[config.mk]
export PLATFORM = sky130hd
export DESIGN_NAME = pwm_bank
export DESIGN_NICKNAME = d
export VERILOG_FILES = /design/src/rtl/pwm_pkg.sv /design/src/rtl/pwm_regfile.sv /design/src/rtl/pwm_pair.sv /design/src/rtl/pwm_bank.sv
export SDC_FILE = /design/constraint.sdc
export NUM_CORES = 2
export LEC_CHECK = 0
export BUFFER_PORTS_ARGS = -buffer_cell sky130_fd_sc_hd__buf_2
export CAP_MARGIN = 20
export CORE_MARGIN = 1
export CORE_UTILIZATION = 55
export CTS_CLUSTER_SIZE = 40
export DETAILED_ROUTE_END_ITERATION = 10
export PLACE_DENSITY = 0.71
export SLEW_MARGIN = 20
export SYNTH_ARGS = -nofsm -noshare
export SYNTH_HDL_FRONTEND = slang
export SYNTH_SLANG_ARGS = --single-unit
[constraint.sdc]
create_clock -name clk -period 8.55 [get_ports clk]
set_clock_uncertainty 0.05 [all_clocks]
set_input_delay 0.855 -clock clk [delete_from_list [all_inputs] [get_ports clk]]
set_output_delay 0.855 -clock clk [all_outputs]
set_load 0.01 [all_outputs]
[src/rtl/pwm_pkg.sv]
package pwm_pkg;

  // Mode bits handed from the register file to one channel pair.
  typedef struct packed {
    logic enLo;
    logic enHi;
    logic invLo;
    logic invHi;
    logic cenLo;
    logic cenHi;
    logic joined;
  } pairCfgT;

endpackage

[src/rtl/pwm_regfile.sv]
module pwm_regfile #(
  parameter int CH = 8,
  parameter int CW = 8,
  parameter int AW = 5
) (
  input  logic                           clk,
  input  logic                           rstN,
  input  logic                           wrEn,
  input  logic [AW-1:0]                  wrAddr,
  input  logic [CW-1:0]                  wrData,
  output logic [CH-1:0][CW-1:0]          perPend,
  output logic [CH-1:0][CW-1:0]          dutyPend,
  output pwm_pkg::pairCfgT [CH/2-1:0]    cfg
);
  localparam int PAIRS     = CH / 2;
  localparam int ADDR_EN   = 2 * CH;
  localparam int ADDR_INV  = 2 * CH + 1;
  localparam int ADDR_CEN  = 2 * CH + 2;
  localparam int ADDR_JOIN = 2 * CH + 3;

  logic [CH-1:0]    enMask, invMask, cenMask;
  logic [PAIRS-1:0] joinMask;

  always_ff @(posedge clk or negedge rstN) begin
    if (!rstN) begin
      perPend  <= '0;
      dutyPend <= '0;
      enMask   <= '0;
      invMask  <= '0;
      cenMask  <= '0;
      joinMask <= '0;
    end else if (wrEn) begin
      for (int n = 0; n < CH; n++) begin
        if (wrAddr == AW'(n))      perPend[n]  <= wrData;
        if (wrAddr == AW'(CH + n)) dutyPend[n] <= wrData;
      end
      if (wrAddr == AW'(ADDR_EN))   enMask   <= wrData[CH-1:0];
      if (wrAddr == AW'(ADDR_INV))  invMask  <= wrData[CH-1:0];
      if (wrAddr == AW'(ADDR_CEN))  cenMask  <= wrData[CH-1:0];
      if (wrAddr == AW'(ADDR_JOIN)) joinMask <= wrData[PAIRS-1:0];
    end
  end

  always_comb begin
    for (int k = 0; k < PAIRS; k++) begin
      cfg[k].enLo   = enMask[2*k];
      cfg[k].enHi   = enMask[2*k+1];
      cfg[k].invLo  = invMask[2*k];
      cfg[k].invHi  = invMask[2*k+1];
      cfg[k].cenLo  = cenMask[2*k];
      cfg[k].cenHi  = cenMask[2*k+1];
      cfg[k].joined = joinMask[k];
    end
  end

  // an enable-mask write is visible on the next cycle
  assert_enable_write_R9: assert property (@(posedge clk) disable iff (!rstN)
    (wrEn && wrAddr == AW'(ADDR_EN)) |=> (enMask == $past(wrData[CH-1:0])));

  // a join-mask write is visible on the next cycle
  assert_join_write_R9: assert property (@(posedge clk) disable iff (!rstN)
    (wrEn && wrAddr == AW'(ADDR_JOIN)) |=> (joinMask == $past(wrData[PAIRS-1:0])));

endmodule

[src/rtl/pwm_pair.sv]
module pwm_pair #(
  parameter int CW = 8
) (
  input  logic             clk,
  input  logic             rstN,
  input  logic             tick,
  input  pwm_pkg::pairCfgT cfg,
  input  logic [CW-1:0]    perPendLo,
  input  logic [CW-1:0]    perPendHi,
  input  logic [CW-1:0]    dutyPendLo,
  input  logic [CW-1:0]    dutyPendHi,
  output logic             pinLo,
  output logic             pinHi
);
  localparam int DW = 2 * CW;

  typedef struct packed {
    logic [DW-1:0] cnt;
    logic          down;
    logic          wrap;
  } stepT;

  function automatic stepT advance(input logic [DW-1:0] cnt, input logic [DW-1:0] per,
                                   input logic down, input logic cen);
    logic [DW-1:0] last;
    stepT s;
    last   = (per == '0) ? '0 : per - DW'(1);
    s.cnt  = cnt;
    s.down = 1'b0;
    s.wrap = 1'b0;
    if (!cen) begin
      if (cnt >= last) begin s.cnt = '0; s.wrap = 1'b1; end
      else s.cnt = cnt + DW'(1);
    end else if (!down) begin
      if (cnt >= last) s.down = 1'b1;
      else s.cnt = cnt + DW'(1);
    end else begin
      s.down = 1'b1;
      if (cnt == '0) begin s.down = 1'b0; s.wrap = 1'b1; end
      else s.cnt = cnt - DW'(1);
    end
    return s;
  endfunction

  function automatic logic isActive(input logic [DW-1:0] cnt, input logic [DW-1:0] per,
                                    input logic [DW-1:0] duty, input logic cen);
    logic [DW-1:0] perEff;
    perEff = (per == '0) ? DW'(1) : per;
    if (cen) return ({1'b0, cnt} + {1'b0, duty}) >= {1'b0, perEff};
    return cnt < duty;
  endfunction

  logic [CW-1:0] cntLo, cntHi, perLo, perHi, dutyLo, dutyHi;
  logic          downLo, downHi;

  logic [DW-1:0] hCnt, hPer, hDuty, hLast, hNext;
  logic [DW-1:0] lCnt, lPer, lDuty, lLast, lNext;
  logic          hDownN, lDownN, lEn, hLoad, loLoad, actHi, actLo;
  stepT          hStep, lStep;

  always_comb begin
    hCnt  = cfg.joined ? {cntHi, cntLo}   : DW'(cntHi);
    hPer  = cfg.joined ? {perHi, perLo}   : DW'(perHi);
    hDuty = cfg.joined ? {dutyHi, dutyLo} : DW'(dutyHi);
    lCnt  = DW'(cntLo);
    lPer  = DW'(perLo);
    lDuty = DW'(dutyLo);
    hLast = (hPer == '0) ? '0 : hPer - DW'(1);
    lLast = (lPer == '0) ? '0 : lPer - DW'(1);
    lEn   = cfg.enLo & ~cfg.joined;

    hStep = advance(hCnt, hPer, downHi, cfg.cenHi);
    lStep = advance(lCnt, lPer, downLo, cfg.cenLo);

    hNext  = hCnt;
    hDownN = downHi;
    if (!cfg.enHi) begin hNext = '0; hDownN = 1'b0; end
    else if (tick) begin hNext = hStep.cnt; hDownN = hStep.down; end

    lNext  = lCnt;
    lDownN = downLo;
    if (!lEn) begin lNext = '0; lDownN = 1'b0; end
    else if (tick) begin lNext = lStep.cnt; lDownN = lStep.down; end

    hLoad  = !cfg.enHi || (tick && hStep.wrap);
    loLoad = cfg.joined ? hLoad : (!lEn || (tick && lStep.wrap));

    actHi = isActive(hCnt, hPer, hDuty, cfg.cenHi);
    actLo = isActive(lCnt, lPer, lDuty, cfg.cenLo);
    pinHi = cfg.invHi ^ (cfg.enHi & actHi);
    pinLo = cfg.invLo ^ (lEn & actLo);
  end

  always_ff @(posedge clk or negedge rstN) begin
    if (!rstN) begin
      cntLo <= '0; cntHi <= '0; downLo <= 1'b0; downHi <= 1'b0;
      perLo <= '0; perHi <= '0; dutyLo <= '0; dutyHi <= '0;
    end else begin
      cntHi  <= cfg.joined ? hNext[DW-1:CW] : hNext[CW-1:0];
      cntLo  <= cfg.joined ? hNext[CW-1:0]  : lNext[CW-1:0];
      downHi <= hDownN;
      downLo <= lDownN;
      if (hLoad)  begin perHi <= perPendHi; dutyHi <= dutyPendHi; end
      if (loLoad) begin perLo <= perPendLo; dutyLo <= dutyPendLo; end
    end
  end

  // a disabled channel has a zero counter on the following cycle
  assert_disabled_clear_R5: assert property (@(posedge clk) disable iff (!rstN)
    !cfg.enHi |=> (cntHi == '0));

  // a running single channel never counts past its last state (R3 shares the bound)
  assert_lo_bound_R1: assert property (@(posedge clk) disable iff (!rstN)
    lEn |-> (lCnt <= lLast));

  // the high (or joined) lane stays within its period
  assert_hi_bound_R3: assert property (@(posedge clk) disable iff (!rstN)
    cfg.enHi |-> (hCnt <= hLast));

  // working duty and period hold until a period ends
  assert_shadow_hold_R7: assert property (@(posedge clk) disable iff (!rstN)
    (cfg.enHi && !(tick && hStep.wrap)) |=> ($stable(dutyHi) && $stable(perHi)));

  // no count movement without a tick
  assert_tick_freeze_R8: assert property (@(posedge clk) disable iff (!rstN)
    (cfg.enHi && !tick) |=> $stable(cntHi));

  // a joined pair's low pin sits at its idle level
  assert_joined_low_idle_R6: assert property (@(posedge clk) disable iff (!rstN)
    cfg.joined |-> (pinLo == cfg.invLo));

  // zero duty never produces an active level
  assert_zero_duty_flat_R2: assert property (@(posedge clk) disable iff (!rstN)
    (cfg.enHi && hDuty == '0) |-> (pinHi == cfg.invHi));

endmodule

[src/rtl/pwm_bank.sv]
module pwm_bank #(
  parameter int CHANNELS = 8,
  parameter int CNT_W    = 8,
  localparam int ADDR_W  = $clog2(2 * CHANNELS + 4)
) (
  input  logic                clk,
  input  logic                rstN,
  input  logic                tick,
  input  logic                wrEn,
  input  logic [ADDR_W-1:0]   wrAddr,
  input  logic [CNT_W-1:0]    wrData,
  output logic [CHANNELS-1:0] pwmOut
);
  localparam int PAIRS = CHANNELS / 2;

  logic [CHANNELS-1:0][CNT_W-1:0] perPend, dutyPend;
  pwm_pkg::pairCfgT [PAIRS-1:0]   cfgBus;

  pwm_regfile #(.CH(CHANNELS), .CW(CNT_W), .AW(ADDR_W)) i_regs (
    .clk(clk), .rstN(rstN), .wrEn(wrEn), .wrAddr(wrAddr), .wrData(wrData),
    .perPend(perPend), .dutyPend(dutyPend), .cfg(cfgBus)
  );

  for (genvar k = 0; k < PAIRS; k++) begin : g_pair
    pwm_pair #(.CW(CNT_W)) i_pair (
      .clk(clk), .rstN(rstN), .tick(tick), .cfg(cfgBus[k]),
      .perPendLo(perPend[2*k]),   .perPendHi(perPend[2*k+1]),
      .dutyPendLo(dutyPend[2*k]), .dutyPendHi(dutyPend[2*k+1]),
      .pinLo(pwmOut[2*k]), .pinHi(pwmOut[2*k+1])
    );
  end

endmodule

==> impl_results.md <==
- First-pass GRT wire length: 158000 um
- CP startpoint kind: register
- Root Driver: clkbuf_16
- Max Cap Viol: 0
- Filler instances: 5536
- Remaining global-route overflow: 0
- Num CTS Buffers: 44
- # hold bufs at CTS: 0
- Post-layout min period: 7220 ps
- TritonCTS clock tree: built
- Critical path class: reg -> out
- Mapped Area: 0.0346 mm2
- Die H: 253 um
- Leading area contributor after synthesis: dfrtp_1
- Register area share after synthesis: 0.257
- Row cnt: 91
- Vias: 30400
- Main synth FF type: dfrtp_1
- Crit path capture type: primary output
- Setup WS post-layout: 1330 ps
- Met2 GRT Util: 0.487
- Detail Route Antenna Nets: 0
- VDD IR max: 0.277 mV
- Bufs and invs on worst path: 3
- Dpl ws: 1950 ps
- Area of placed instances: 0.0350 mm2
- Gr usage total: 0.308
- Dpl cells: 4709
- Clk_lat worst skew: 590 ps
- Iter 0 DRT Violations: 3181
- H-tree depth: 2
- Synth area leaders: dfrtp_1 26%, ha_1 15%, mux2_2 7.7%
- CTS Buffer Depth: 3
- Floorplan Core Area: 0.0619 mm2
- Finished Layout Cells: 4788
- WL/cell: 20.7 um
- Gpl congestion: 0.969
- Worst path cell trace: buf_4, mux2i_1, inv_1, fa_1, nor2b_1, o21ai_0, nand3b_1, a221oi_1, o31ai_1, xnor2_1, ha_1, a21oi_1, o21ai_0, nand2_1, o211ai_1, a31oi_1, o31ai_1, o221ai_1, xnor2_1, buf_2
- Die width: 253 um
- Finished Cell Area: 0.0365 mm2
- Largest net degree at the start of global routing: 180
- RSZ-0062 raised after global routing: no
- Drt pass-1 iters: 6
- Delay-heaviest family, CP: compound AO/OA/AOI/OAI gates
- PD cells: 284 mW/mm2
- Hold slack: 255 ps
- Avg Cell Area, Syn: 8.57 um2
- Via count of the first global-routing pass: 28400
- Synthesis Warnings: 0
- Layout cell share with drive strength beyond 1: 0.106
- Final worst path period share: 0.845
- Final Max Tran Viols: 0
- # DRC: 0
- Fmax: 138 MHz
- Syn nets: 4486
- CP required: 7650 ps
- Util after Layout: 0.589
- Initial antenna violation count: 0
- Layout area overhead: 5.48%
- Sum Neg Setup Slack: 0 ps
- CTS sink count: 356
- Met1 Usage GRT: 0.437
- Worst path arrival time: 6320 ps
- Final Hold Fails: 0
- Setup Buffers After CTS: 0
- Worst slew pin tran: 1120 ps
- CP max stage cell: dfrtp_2
- Clk slew on worst S/H paths: 70 ps
- Crit-path max cell delay: 770 ps
- Routed vias/inst: 6.34
- Slew headroom: 0.251
- Io pins: 25
- Grt peak-use layer: met2
- Starting density of the core: 0.559
- Routing usage on met3: 0.0285
- Leak Pwr: 17.4 nW
- Synth cell types: 97
- Outcome: completed
- Placed wire-length estimate: 72100 um
- Min-delay worst type: in -> async
- Yosys top cell area share: 0.257
- FFs w/ async S/R, synth: 1.00
- Finish-stage setup viols: 0
- Crit Path Max Fanout: 49
- Post-Syn Instances: 4037
- Synth Register Bits: 356
- PostCTS Resize Cnt: 0
- Routed WL: 99100 um
- Die footprint: 0.0639 mm2
- Total Power: 10.4 mW
- IO Port Bufs: 24
- EDFF count, synth: 0
- Post-layout net count: 4367
## area by class of cell
class                      instances  area (um2)  area share
clock buffer                      56        1250      0.0342
tap                              837        1050      0.0287
inverter                         296        1110      0.0304
sequential                       356        8910       0.244
antenna                            1        2.50   0.0000686
clock inverter                    22         263     0.00720
timing repair buffer              42         280     0.00768
multi-input combinational       3178       23600       0.648
## path summary, 6_finish.rpt
check,start,endpoint,slack (ps),cells after the start
max,i_regs.joinMask[0],pwmOut[1],1330,20
min,rstN,g_pair[2].i_pair.cntHi[5],260,1
max reg2reg,i_regs.joinMask[1],g_pair[1].i_pair.cntLo[0],2020,19
min reg2reg,i_regs.dutyPend[21],g_pair[1].i_pair.dutyLo[5],420,2
max in group asynchronous,rstN,i_regs.joinMask[2],6580,2
min in group clk,i_regs.dutyPend[21],g_pair[1].i_pair.dutyLo[5],420,2
## metal layers
layer / part of all wire / vias to the layer above / wire, um
met5: 0 / - / 0
met4: 0.034 / 0 / 3360
met3: 0.062 / 229 / 6100
met2: 0.45 / 1208 / 44100
met1: 0.46 / 14600 / 45500
li1: - / 14300 / -
## placed cells by master (no fill, tap or decap), types with 41 or more instances in the layout
| cell | count |
|---|---|
| xor2_1 | 79 |
| xnor2_1 | 119 |
| a31oi_1 | 51 |
| clkbuf_16 | 46 |
| nor2b_1 | 52 |
| nand2_1 | 415 |
| dfrtp_1 | 352 |
| nand4_1 | 58 |
| inv_1 | 292 |
| nor3_1 | 98 |
| a21o_1 | 48 |
| a21oi_1 | 224 |
| o21ai_0 | 187 |
| nor2_1 | 255 |
| mux2_2 | 237 |
| nand3_1 | 101 |
| o211ai_1 | 41 |
| mux2i_1 | 96 |
| nand2b_1 | 46 |
| ha_1 | 424 |
## worst reg2reg max path, cell delays in order (launching register included)
cell and delay, ps:
dfrtp_2 770, buf_4 550, mux2i_1 390, o21a_1 230, and4_1 240, and3_1 240
nand4_1 580, nand2_1 250, ha_1 150, nand3_1 90, or4_1 530, o211ai_2 690
inv_1 430, ha_1 390, a21o_1 170, a31oi_1 130, o221ai_1 180, o22ai_1 210
nor2_1 60, a21oi_1 120
## synthesized netlist by cell type, types with 26 or more instances
cell type / count
or3_1: 27
inv_1: 293
nand2_1: 415
nand4_1: 58
and3_1: 40
nor4_1: 30
dfrtp_1: 356
o22ai_1: 38
nand2b_1: 46
o221ai_1: 32
clkbuf_1: 140
a21oi_1: 225
xnor2_1: 119
nor2b_1: 52
o21bai_1: 29
o21a_1: 30
mux2_2: 237
a31oi_1: 51
mux2i_1: 96
buf_2: 26
o211ai_1: 41
a211oi_1: 29
and2_1: 31
nand3_1: 101
a21o_1: 48
nor2_1: 255
o21ai_0: 187
xor2_1: 79
ha_1: 424
nor3_1: 98
## cell families (layout without fill, tap and decap cells)
logic type	count (synthesis)	count (layout)	share of synthesized area
multiplexers	374	374	0.120
other	0	1	0
adder cells (fa/ha/maj)	432	432	0.158
buffers and inverters	503	416	0.0597
AND/OR/NAND/NOR	1238	1238	0.174
flip-flops	356	356	0.257
XOR/XNOR	198	198	0.0501
AO/OA/AOI/OAI	936	936	0.181
## flip-flops by register name, summed over array words and instances, names as in the netlist
signal,flops
g_pair.i_pair.perHi,32
g_pair.i_pair.dutyLo,32
i_regs.dutyPend,64
g_pair.i_pair.cntHi,32
g_pair.i_pair.dutyHi,32
i_regs.perPend,64
i_regs.cenMask,8
g_pair.i_pair.downHi,4
g_pair.i_pair.cntLo,32
i_regs.invMask,8
g_pair.i_pair.downLo,4
g_pair.i_pair.perLo,32
i_regs.joinMask,4
i_regs.enMask,8
## report_power, final
group / internal (mW) / total [mW] / switching (mW)
Clock: 1.16 / 1.96 / 0.798
Sequential: 2.07 / 2.73 / 0.660
Combinational: 2.38 / 5.70 / 3.32
Total: 5.61 / 10.4 / 4.78
(Power assumes the default switching activity.)
